## config.mk

```make
export PLATFORM = sky130hd
export DESIGN_NAME = cfd_top
export DESIGN_NICKNAME = d
export VERILOG_FILES = /design/src/rtl/cfd_pkg.sv /design/src/rtl/cfd_edge_sync.sv /design/src/rtl/cfd_timeout.sv /design/src/rtl/cfd_switch_timer.sv /design/src/rtl/cfd_top.sv
export SDC_FILE = /design/constraint.sdc
export NUM_CORES = 1
export LEC_CHECK = 0
export ABC_AREA = 1
export BUFFER_PORTS_ARGS = -buffer_cell sky130_fd_sc_hd__buf_4
export CAP_MARGIN = 30
export CORE_MARGIN = 10
export CORE_UTILIZATION = 50
export CTS_CLUSTER_DIAMETER = 40
export CTS_CLUSTER_SIZE = 14
export DETAILED_ROUTE_END_ITERATION = 10
export PLACE_DENSITY = 0.72
export SLEW_MARGIN = 20
export SYNTH_ARGS = -nofsm -noshare
export SYNTH_HDL_FRONTEND = slang
export SYNTH_SLANG_ARGS = --single-unit
```

## constraint.sdc

```tcl
create_clock -name clk_i -period 3.3 [get_ports clk_i]
set_input_delay 0.495 -clock clk_i [delete_from_list [all_inputs] [get_ports clk_i]]
set_output_delay 0.495 -clock clk_i [all_outputs]
set_load 0.005 [all_outputs]
```

## src/rtl/cfd_pkg.sv

```systemverilog
package cfd_pkg;
    localparam int DATA_W = 8;
    localparam int SRC_W  = 2;
    localparam int WIN_W  = 3;

    localparam logic [2:0] A_SRC    = 3'd0;
    localparam logic [2:0] A_PRESC  = 3'd1;
    localparam logic [2:0] A_DET    = 3'd2;
    localparam logic [2:0] A_INT    = 3'd3;
    localparam logic [2:0] A_FLAG   = 3'd4;
    localparam logic [2:0] A_STAT   = 3'd5;
    localparam logic [2:0] A_KEY    = 3'd6;
    localparam logic [2:0] A_THRESH = 3'd7;

    typedef struct packed {
        logic [SRC_W-1:0]  src;
        logic              clkout;
        logic [DATA_W-1:0] presc;
        logic              det_en;
        logic              test;
        logic              int_en;
        logic              nmi_type;
        logic              flag;
        logic              nmi_pend;
        logic [DATA_W-1:0] thresh;
        logic [WIN_W-1:0]  win;
        logic              boot;
    } cfd_state_t;
endpackage

```

## src/rtl/cfd_edge_sync.sv

```systemverilog
module cfd_edge_sync #(
    parameter int STAGES = 2
) (
    input  logic clk_i,
    input  logic rst_ni,
    input  logic tog_i,
    output logic edge_o
);
    logic [STAGES-1:0] sync_q, sync_d;
    logic              prev_q, prev_d;

    always_comb begin
        sync_d = {sync_q[STAGES-2:0], tog_i};
        prev_d = sync_q[STAGES-1];
    end

    always_ff @(posedge clk_i or negedge rst_ni) begin
        if (!rst_ni) begin
            sync_q <= '0;
            prev_q <= 1'b0;
        end else begin
            sync_q <= sync_d;
            prev_q <= prev_d;
        end
    end

    assign edge_o = sync_q[STAGES-1] ^ prev_q;
endmodule

```

## src/rtl/cfd_timeout.sv

```systemverilog
module cfd_timeout #(
    parameter int CNT_W = 8
) (
    input  logic             clk_i,
    input  logic             rst_ni,
    input  logic             en_i,
    input  logic             clr_i,
    input  logic             edge_i,
    input  logic [CNT_W-1:0] thresh_i,
    output logic             timeout_o
);
    localparam logic [CNT_W-1:0] CNT_MAX = '1;

    logic [CNT_W-1:0] cnt_q, cnt_d;

    always_comb begin
        cnt_d = cnt_q;
        if (!en_i || edge_i || clr_i)
            cnt_d = '0;
        else if (cnt_q != CNT_MAX)
            cnt_d = cnt_q + 1'b1;
    end

    always_ff @(posedge clk_i or negedge rst_ni) begin
        if (!rst_ni) cnt_q <= '0;
        else         cnt_q <= cnt_d;
    end

    assign timeout_o = en_i && !edge_i && (cnt_q >= thresh_i);

    // an observed monitored edge restarts the gap count
    p_edge_clears_r10: assert property (@(posedge clk_i) disable iff (!rst_ni)
        edge_i |=> (cnt_q == '0));
endmodule

```

## src/rtl/cfd_switch_timer.sv

```systemverilog
module cfd_switch_timer #(
    parameter int CYCLES = 4
) (
    input  logic clk_i,
    input  logic rst_ni,
    input  logic start_i,
    output logic busy_o
);
    localparam int CW = $clog2(CYCLES + 1);
    localparam logic [CW-1:0] LOAD = CW'(CYCLES);

    logic [CW-1:0] cnt_q, cnt_d;

    always_comb begin
        cnt_d = cnt_q;
        if (start_i)           cnt_d = LOAD;
        else if (cnt_q != '0)  cnt_d = cnt_q - 1'b1;
    end

    always_ff @(posedge clk_i or negedge rst_ni) begin
        if (!rst_ni) cnt_q <= '0;
        else         cnt_q <= cnt_d;
    end

    assign busy_o = (cnt_q != '0);

    // a source change always shows busy in the following cycle
    p_busy_after_change_r9: assert property (@(posedge clk_i) disable iff (!rst_ni)
        start_i |=> busy_o);
endmodule

```

## src/rtl/cfd_top.sv

```systemverilog
module cfd_top
    import cfd_pkg::*;
#(
    parameter logic [DATA_W-1:0] KEY_VAL    = 8'hC5,
    parameter int                KEY_WIN    = 4,
    parameter int                SW_CYC     = 4,
    parameter int                DEF_THRESH = 16
) (
    input  logic              clk_i,
    input  logic              rst_ni,
    input  logic              mon_tog_i,
    input  logic              xosc_ready_i,
    input  logic [SRC_W-1:0]  fuse_src_i,
    input  logic              bus_we_i,
    input  logic [2:0]        bus_addr_i,
    input  logic [DATA_W-1:0] bus_wdata_i,
    output logic [DATA_W-1:0] bus_rdata_o,
    output logic [SRC_W-1:0]  src_sel_o,
    output logic [DATA_W-1:0] presc_o,
    output logic              clkout_en_o,
    output logic              irq_o,
    output logic              nmi_o
);
    localparam logic [WIN_W-1:0]  WIN_LOAD   = WIN_W'(KEY_WIN);
    localparam logic [DATA_W-1:0] THR_RESET  = DATA_W'(DEF_THRESH);

    cfd_state_t s_q, s_d;
    logic mon_edge, timeout, busy, fail, key_hit, prot_sel, prot_ok, src_change;

    cfd_edge_sync #(.STAGES(2)) u_sync (
        .clk_i  (clk_i),
        .rst_ni (rst_ni),
        .tog_i  (mon_tog_i),
        .edge_o (mon_edge)
    );

    cfd_timeout #(.CNT_W(DATA_W)) u_tmo (
        .clk_i     (clk_i),
        .rst_ni    (rst_ni),
        .en_i      (s_q.det_en & ~busy),
        .clr_i     (fail),
        .edge_i    (mon_edge),
        .thresh_i  (s_q.thresh),
        .timeout_o (timeout)
    );

    cfd_switch_timer #(.CYCLES(SW_CYC)) u_sw (
        .clk_i   (clk_i),
        .rst_ni  (rst_ni),
        .start_i (src_change),
        .busy_o  (busy)
    );

    assign fail       = s_q.det_en & (s_q.test | timeout);
    assign key_hit    = bus_we_i && (bus_addr_i == A_KEY) && (bus_wdata_i == KEY_VAL);
    assign prot_sel   = (bus_addr_i == A_SRC) || (bus_addr_i == A_PRESC) ||
                        (bus_addr_i == A_DET) || (bus_addr_i == A_INT) ||
                        (bus_addr_i == A_THRESH);
    assign prot_ok    = bus_we_i && prot_sel && (s_q.win != '0);
    assign src_change = (s_d.src != s_q.src);

    always_comb begin
        s_d = s_q;
        if (s_q.win != '0) s_d.win = s_q.win - 1'b1;
        if (s_q.boot) begin
            s_d.src  = fuse_src_i;
            s_d.boot = 1'b0;
        end
        if (key_hit) begin
            s_d.win = WIN_LOAD;
        end else if (prot_ok) begin
            s_d.win = '0;
            case (bus_addr_i)
                A_SRC: begin
                    s_d.src    = bus_wdata_i[SRC_W-1:0];
                    s_d.clkout = bus_wdata_i[4];
                end
                A_PRESC: s_d.presc = bus_wdata_i;
                A_DET: begin
                    s_d.det_en = bus_wdata_i[0];
                    s_d.test   = bus_wdata_i[1];
                end
                A_INT: begin
                    s_d.int_en   = bus_wdata_i[0];
                    s_d.nmi_type = bus_wdata_i[1];
                end
                default: s_d.thresh = bus_wdata_i;
            endcase
        end
        if (bus_we_i && (bus_addr_i == A_FLAG) && bus_wdata_i[0])
            s_d.flag = 1'b0;
        if (fail) begin
            s_d.src    = fuse_src_i;
            s_d.presc  = '0;
            s_d.clkout = 1'b0;
            s_d.test   = 1'b0;
            s_d.flag   = 1'b1;
            if (s_q.int_en && s_q.nmi_type) s_d.nmi_pend = 1'b1;
        end
    end

    always_ff @(posedge clk_i or negedge rst_ni) begin
        if (!rst_ni) begin
            s_q        <= '0;
            s_q.thresh <= THR_RESET;
            s_q.boot   <= 1'b1;
        end else begin
            s_q <= s_d;
        end
    end

    always_comb begin
        bus_rdata_o = '0;
        case (bus_addr_i)
            A_SRC:   begin
                bus_rdata_o[SRC_W-1:0] = s_q.src;
                bus_rdata_o[4]         = s_q.clkout;
            end
            A_PRESC: bus_rdata_o = s_q.presc;
            A_DET:   bus_rdata_o[1:0] = {s_q.test, s_q.det_en};
            A_INT:   bus_rdata_o[1:0] = {s_q.nmi_type, s_q.int_en};
            A_FLAG:  bus_rdata_o[1:0] = {s_q.nmi_pend, s_q.flag};
            A_STAT:  bus_rdata_o[1:0] = {xosc_ready_i, busy};
            A_THRESH: bus_rdata_o = s_q.thresh;
            default: bus_rdata_o = '0;
        endcase
    end

    assign src_sel_o   = s_q.src;
    assign presc_o     = s_q.presc;
    assign clkout_en_o = s_q.clkout;
    assign irq_o       = s_q.flag & s_q.int_en & ~s_q.nmi_type;
    assign nmi_o       = s_q.nmi_pend;

    p_fallback_src_r1: assert property (@(posedge clk_i) disable iff (!rst_ni)
        fail |=> (src_sel_o == $past(fuse_src_i)));
    p_presc_reload_r2: assert property (@(posedge clk_i) disable iff (!rst_ni)
        fail |=> (presc_o == '0));
    p_clkout_off_r3: assert property (@(posedge clk_i) disable iff (!rst_ni)
        fail |=> !clkout_en_o);
    p_nmi_sticky_r5: assert property (@(posedge clk_i) disable iff (!rst_ni)
        nmi_o |=> nmi_o);
    p_test_selfclear_r6: assert property (@(posedge clk_i) disable iff (!rst_ni)
        fail |=> !s_q.test);
    p_flag_set_r7: assert property (@(posedge clk_i) disable iff (!rst_ni)
        fail |=> s_q.flag);
endmodule

```

# Word-level counts from Yosys, hierarchy flattened
# Index checks and enable logic that the tools add are counted.
[totals]
ff_bits = 43
input_bits = 18
out_inout_bits = 21
elab_cells = 100
[classes]
addsub = 3
n_lt_le_gt_ge = 1
n_eq_ne = 11
mux = 23
bitwise_logic = 10
n_reduce_logical = 36
[op_table]
columns = ["op", "n"]
rows = [
  ["two-way mux 15 bit", 2],
  ["two-way mux 8 bit", 3],
  ["two-way mux 3 bit", 6],
  ["AND reduction 3 bit", 6],
  ["case mux 2 bit (7 select lines)", 1],
  ["nonzero test 2 bit", 7],
  ["== test 3 bit, second input constant", 4],
  ["two-way mux 11 bit", 1],
  ["logical AND 1 bit", 9],
  ["nonzero test 3 bit", 3],
  ["adder 8 x 1 -> 8 bit, second input constant", 1],
  ["== test 8 bit, second input constant", 1],
  ["greater-or-equal comparator 8 bit", 1],
  ["two-way mux 2 bit", 4],
  ["inequality test 8 bit, second input constant", 1],
  ["== test 3 x 2 -> 1 bit, second input constant", 2],
  ["logical OR 1 bit", 6],
  ["case mux 3 bit (2 select lines)", 1],
  ["subtractor 3 x 1 -> 3 bit, second input constant", 2],
  ["bitwise AND 1 bit", 4],
  ["inverter 1 bit", 4],
  ["case mux 2 bit (2 select lines)", 1],
  ["OR reduction 4 bit", 1],
  ["== test 3 x 1 -> 1 bit, second input constant", 1],
  ["other kinds (9)", 12],
]

# Logic depth before layout (Yosys ltp)
# Gate-level depths: netlist (run 1).
[logic_depth]
depth_word = 12
mapped_depth = 18
mapped_depth_nobuf = 18

# Modules after synthesis
# From an unflattened synthesis (run 1), not the netlist that was laid out.
[unflattened]
hier_cells = 341
hier_area_um2 = 2583.7
[modules_own_cells]
columns = ["mod", "instances", "cells_each", "area_per_inst_um2", "seq_area_each_um2"]
rows = [
  ["cfd_top", 1, 215, 1642.8, 728.2],
  ["cfd_timeout", 1, 96, 673.1, 200.2],
  ["cfd_switch_timer", 1, 22, 173.9, 75.1],
  ["cfd_edge_sync", 1, 8, 93.8, 75.1],
]

# Worst setup path after synthesis (run 1)
# No wires, ideal clock.
[synth_timing]
path_type = "input to output"
start = "in bus_addr_i[2]"
end = "out bus_rdata_o[1]"
arrival_time_ns = 1.293
required_time_ns = 2.805
path_slack_ns = 1.512
stages = 6
path_buffers = 1
path_cell_list = "buf_4 > nor3_1 > inv_2 > o22ai_1 > a211oi_1 > o211ai_1"
[synth_via]
elab_chain_cells = 2
elab_cells_between_ends = 8
classes_between = "eq/ne (6); mux (1); reduce/logical (1)"
[synth_rtl]
columns = ["item", "line_no", "rtl"]
rows = [
  ["start: declaration", "cfd_top.sv:15", "input logic [2:0] bus_addr_i,"],
  ["== test 3 bit, or another cell as far along", "cfd_top.sv:114", "case (bus_addr_i)"],
  ["case mux 2 bit (7 select lines) *", "cfd_top.sv:114", ""],
  ["end: declaration", "cfd_top.sv:17", "output logic [DATA_W-1:0] bus_rdata_o,"],
]
# Mark *: on every way between the ends. The rest lies on a longest branch, timed or not.

# Final worst setup path (run 1)
# Same ends and word-level chain as after synthesis.

==> results of run 1 <==
-- metal layers --
| layer | global-route usage [%] | vias to the layer above | share of wire, % |
|---|---|---|---|
| met5 | 0 | - | 0 |
| met3 | 4.03 | 8 | 4.8 |
| met2 | 21.9 | 47 | 47 |
| met1 | 18.2 | 996 | 46 |
| li1 | - | 1093 | - |
| met4 | 3.92 | 0 | 1.5 |
-- cell type report --
cell class | count | area (sq um) | share of cell area, %
Multi-Input combinational cell | 205 | 1140 | 39.3
Tap cell | 67 | 83.8 | 2.90
Timing Repair Buffer | 38 | 285 | 9.85
Clock buffer | 8 | 80.1 | 2.77
Inverter | 61 | 230 | 7.95
Sequential cell | 43 | 1080 | 37.3
-- where the power goes --
part	internal, mW	leakage [nW]	switching [mW]	total, mW
clock	0.151	0.0395	0.172	0.323
combinational	0.348	0.918	0.438	0.786
sequential	0.703	0.539	0.116	0.818
total	1.20	1.50	0.726	1.93
-- cells in the mapped netlist (2+ instances only) --
library cell,instances
inv_1,55
nand2_1,49
dfrtp_1,41
nor2_1,39
a21oi_1,19
o21ai_0,18
nand3_1,17
ha_1,13
buf_4,11
o22ai_1,9
nand2_2,7
nor3_1,6
a211oi_1,4
inv_2,4
nand4_1,3
xor2_1,3
buf_2,2
dfstp_2,2
-- stage by stage --
step | area (sq um) | utilization (%) | power (mW)
3_5_place_dp | 2820 | 58.4 | 1.62
2_1_floorplan | 2550 | - | 1.40
6_report | 2900 | 60.1 | 1.93
4_1_cts | 2900 | 60.1 | 1.95
3_3_place_gp | 2820 | 58.4 | 1.60
5_1_grt | 2900 | 60.1 | 2.12
-- worst paths after layout --
check                                            from                          to  slack [ns]  depth (start not counted)
min in group clk_i                          mon_tog_i  u_sync.sync_q[0]$_DFF_PN0_        0.32                          1
max reg2reg                u_tmo.cnt_q[3]$_DFFE_PN0P_   u_sw.cnt_q[1]$_DFFE_PN0P_        1.23                         15
min reg2reg                u_sync.sync_q[0]$_DFF_PN0_  u_sync.sync_q[1]$_DFF_PN0_        0.37                          0
max in group asynchronous                      rst_ni            s_q[0]$_DFF_PN1_        2.74                          1
min                                            rst_ni     u_sync.prev_q$_DFF_PN0_        0.18                          1
max                                     bus_addr_i[2]              bus_rdata_o[1]        1.16                          7
-- registers in the layout (all words and copies together) (netlist names) --
signal / count
u_sw.cnt_q: 3
nmi_o: 1
s_q: 17
clkout_en_o: 1
u_tmo.cnt_q: 8
src_sel_o: 2
u_sync.prev_q: 1
u_sync.sync_q: 2
presc_o: 8
-- worst max-delay path, cell delays in order --
cell      delay (ns)
buf_4           0.14
nor3_1          0.34
inv_2           0.18
o22ai_1         0.19
a211oi_1        0.07
o211ai_1        0.09
buf_4           0.14
-- cell families after synthesis --
| family | synth area share, % |
|---|---|
| xor gates and xnor gates | 1.03 |
| buffers and inverters | 13.1 |
| adders and majority gates | 6.38 |
| DFF | 42.3 |
| and+or+nand+nor | 23.0 |
| AOI/OAI and AO/OA | 14.1 |
| other | 0.147 |
==> qor.csv, run 1 <==
metric,value,unit
WL final,5570,microns
Mapped Cells,323,
"EDFF count, synth",0,
sequential cell area fraction in the yosys report,42.3,%
syn_nets,354,
total track usage,13.9,%
post-CTS setup buffer count,0,
final instance count without filler cells,422,
type of the most critical hold path,in2async,
DRC viols,0,
setup_tns,0,ns
top cell type's share of synthesized area,40.2,%
pwr dens,666,nW/um^2
"commonest non-fill, non-tap cell in the layout",inv_1,
vias in the first global route,2080,
Placed Cells,414,
Routed Antenna Nets,0,
router iterations before antenna repair,4,
filler cell count,455,
pre-CTS setup slack,1.16,ns
effective utilization at floorplan,52.9,%
post-DP HPWL,4450,microns
Root Driver,clkbuf_8,
data required time of the worst path,2.80,ns
RSZ-0062 raised after global routing,false,
CTS Buf Count,5,
Die Area,8360,sq um
Die Span Y,91.4,microns
DIE WIDTH,91.4,microns
clk_skew,0.00751,ns
final period utilization,64.9,%
most frequent cells in the layout,"inv_1, nand2_1, dfrtp_1, nor2_1, buf_4",
mapped cell area,2550,sq um
Syn-to-layout area delta,13.5,%
"Slew Viols, Final",0,
CTS tree,built,
"flops & latches, synth",43,
hold_buf cts,0,
Core ar.,4820,sq um
Final nets,385,
GPL Wtd Cong,0.868,
Max-slew headroom,63.8,%
Max H-tree Level,2,
CP arrival,1.65,ns
io pins,39,
vias per inst,5.08,
Slew @ Worst Pin,0.543,ns
CTS Buffer Depth,2,
PortBufs,38,
routed len/inst,13.2,microns
Startpoint Class,input pin,
share of cells above drive strength 1,18.3,%
"area leader, netlist",dfrtp_1,
Clock Pin Slew Worst Setup and Hold Paths,0.07,ns
peak fanout along the critical path,9,
yosys warns,0,
clock sinks,43,
Yosys cell types,39,
pin count of the biggest net entering global routing,44,
antenna violations before repair,0,
P_leak,1.50,nW
Worst setup EP type,output port,
critical path type,in2out,
Iteration-0 DRC Markers,104,
status,"finished, final reports clean",
Max Clock Freq,467,MHz
cts repair resizes,0,
endpoints failing setup,0,
ys async rst share,100,%
Max Cap Viol,0,
Final Worst Setup Slack,1.16,ns
dominant synthesized flop cell,dfrtp_1,
Final Hold Viols,0,
Skew-Pair Late Insertion Delay,0.29,ns
ant diodes,0,
vias post-DR,2144,
Mean Syn Cell Area,7.89,sq um
Final min period,2.14,ns
worst slack on hold paths,0.183,ns
cell row count,25,
largest cells by area after synthesis,"dfrtp_1, inv_1, nand2_1",
Peak VDD IR,0.369,mV
first-pass GRT wire length,9830,microns
grt ovf,0,
Note: power is estimated with default switching activity, not from simulation.
==> inputs of run 2 (changes only) <==
==> constraint.sdc (replaced) <==
create_clock -name clk_i -period 2.1 [get_ports clk_i]
set_input_delay 0.315 -clock clk_i [delete_from_list [all_inputs] [get_ports clk_i]]
set_output_delay 0.315 -clock clk_i [all_outputs]
set_load 0.005 [all_outputs]
==> run 2 against run 1 <==
Compared with the run above: the run now ends with hold timing left; hold slack worse by 0.19 ns; largest cell class unchanged; setup slack worse by 0.98 ns; register-to-register slack worse by 1.1 ns; sequential share of layout area down 0.66 points; critical endpoint is now u_sw.cnt_q[1]$_DFFE_PN0P_; clock power up 62%.
==> qor.csv, run 2 (synthesis gave the netlist of run 1 again) <==
metric,value,unit,change
vias post-DR,2139,,-0.23%
Startpoint Class,flip-flop,,
routed len/inst,13.7,microns,+4.0%
Worst path max stage delay,0.54,ns,+0.20 ns
final period utilization,91.7,%,
Slew @ Worst Pin,0.561,ns,+0.0182 ns
Final nets,388,,+0.78%
Final min period,1.93,ns,
Final Worst Setup Slack,0.174,ns,-0.982 ns
pre-CTS setup slack,0.102,ns,-1.06 ns
RSZ-0062 raised after global routing,true,,
endpoints failing setup,0,,unchanged
"Slowest-stage cell, CP",dfstp_2,,
Bufs and invs on worst path,2,,-1
CTS Buffer Depth,2,,unchanged
PortBufs,38,,unchanged
Clock Pin Slew Worst Setup and Hold Paths,0.08,ns,about the same
data required time of the worst path,2.29,ns,-0.51 ns
share of cells above drive strength 1,21.5,%,+3.2 points
clock sinks,43,,unchanged
GPL Wtd Cong,0.950,,+9.5%
Core ar.,4820,sq um,unchanged
status,finished with violations,,
most frequent cells in the layout,"inv_1, nand2_1, dfrtp_1, buf_4, nor2_1",,
Largest register FFs,17,,unchanged
Routed Antenna Nets,0,,unchanged
grt ovf,0,,unchanged
Crit path max-delay family,simple AND/OR/NAND/NOR gates,,
Worst setup EP type,flip-flop,,
vias in the first global route,2069,,-0.53%
effective utilization at floorplan,52.9,%,unchanged
Die Area,8360,sq um,unchanged
CTS Buf Count,5,,unchanged
Peak VDD IR,0.607,mV,+65%
pin count of the biggest net entering global routing,44,,unchanged
clk_skew,0.00760,ns,+0.0000924 ns
Final Hold Viols,7,,+7
Root Driver,clkbuf_8,,
ant diodes,0,,unchanged
post-DP HPWL,4470,microns,+0.41%
P_leak,1.52,nW,+1.5%
CP cell instances,inv_1 -> ha_1 -> nand2_1 -> nor2_1 -> nand2_1 -> nand2_1 -> nand2_1 -> nand2_2 -> nand2_4 -> nand2_2 -> nand3_2 -> nand2_1 -> inv_2 -> nand2_2 -> nor2_1,,
vias per inst,5.03,,-0.94%
cell row count,25,,unchanged
"Slew Viols, Final",0,,unchanged
DIE WIDTH,91.4,microns,unchanged
worst slack on hold paths,-0.00472,ns,-0.188 ns
Max Clock Freq,519,MHz,
filler cell count,475,,+4.4%
first-pass GRT wire length,9740,microns,-0.84%
type of the most critical hold path,in2async,,
io pins,39,,unchanged
Iteration-0 DRC Markers,83,,-20%
router iterations before antenna repair,4,,unchanged
"Core Util, Final",61.2,%,+1.1 points
CTS tree,built,,
Max Cap Viol,0,,unchanged
DRC viols,0,,unchanged
Skew-Pair Late Insertion Delay,0.30,ns,about the same
antenna violations before repair,0,,unchanged
Die Span Y,91.4,microns,unchanged
WL final,5840,microns,+4.7%
pwr dens,1040,nW/um^2,+57%
largest reg by FF count,s_q,,
"commonest non-fill, non-tap cell in the layout",inv_1,,
Max H-tree Level,2,,unchanged
failing checks,hold timing,,
"most used cell, CP",nand2_1,,
CP arrival,2.12,ns,+0.47 ns
Syn-to-layout area delta,15.6,%,
critical path type,reg2reg,,
total track usage,14.2,%,+0.23 points
Max-slew headroom,62.6,%,-1.2 points
peak fanout along the critical path,8,,-1
## run 2: worst reg2reg max path, delay by kind of cell (launching register included)
| kind | cells | cell delay (ns) |
|---|---|---|
| fa+ha+maj | 1 | 0.27 |
| buf+inv | 2 | 0.10 |
| flops | 1 | 0.54 |
| simple gates | 12 | 0.91 |
## run 2: layer usage
metal | GRT usage [%] | vias to the layer above | routed length, microns
met4 | 5.09 | 0 | 89
met2 | 21.8 | 52 | 2660
met5 | 0 | - | 0
li1 | - | 1096 | -
met1 | 18.6 | 985 | 2750
met3 | 3.70 | 6 | 344
## run 2: metrics by stage
stage          std cells  hold WS, ns  total power [mW]  area, sq um  setup TNS (ns)
2_1_floorplan        323       0.0194              2.19         2550               0
3_3_place_gp         415        0.342              2.51         2820               0
3_5_place_dp         415        0.339              2.54         2820               0
4_1_cts              423       0.0138              3.08         2910               0
5_1_grt              425       0.0425              3.37         2950         -0.0790
6_report             425     -0.00472              3.08         2950               0
## run 2: report_power, final
group	total (mW)	switching (mW)	internal (mW)
logic	1.26	0.697	0.562
clock network	0.524	0.291	0.233
registers	1.30	0.192	1.10
total	3.08	1.18	1.90
## run 2: timing repair
item / 4_1_cts / 5_1_grt
hold buffers: 0 / 0
gates resized for setup: 0 / 8
setup endpoints to repair: 0 / 20
setup buffers: 0 / 2
## run 2: area by class of cell
class                   count  area [sq um]  area share (%)
repair buffers             41           308            10.4
multi-input cells         205          1160            39.3
well taps                  67          83.8            2.84
clock buffers               6          72.6            2.46
clock inverters             2          12.5           0.424
inverters                  61           234            7.94
flip-flops and latches     43          1080            36.6
## run 2: final timing paths
kind	endpoint	slack (ns)	startpoint	cells after the start
worst max-delay path	u_sw.cnt_q[1]$_DFFE_PN0P_	0.17	s_q[8]$_DFFE_PN1P_	15
worst min-delay path	u_sync.sync_q[0]$_DFF_PN0_	-0.005	rst_ni	1
worst max register to register	u_sw.cnt_q[1]$_DFFE_PN0P_	0.17	s_q[8]$_DFFE_PN1P_	15
worst min register to register	u_sync.sync_q[1]$_DFF_PN0_	0.35	u_sync.sync_q[0]$_DFF_PN0_	0
max in group asynchronous	u_tmo.cnt_q[6]$_DFFE_PN0P_	1.71	rst_ni	1
min in group clk_i	u_sync.sync_q[0]$_DFF_PN0_	0.12	mon_tog_i	1
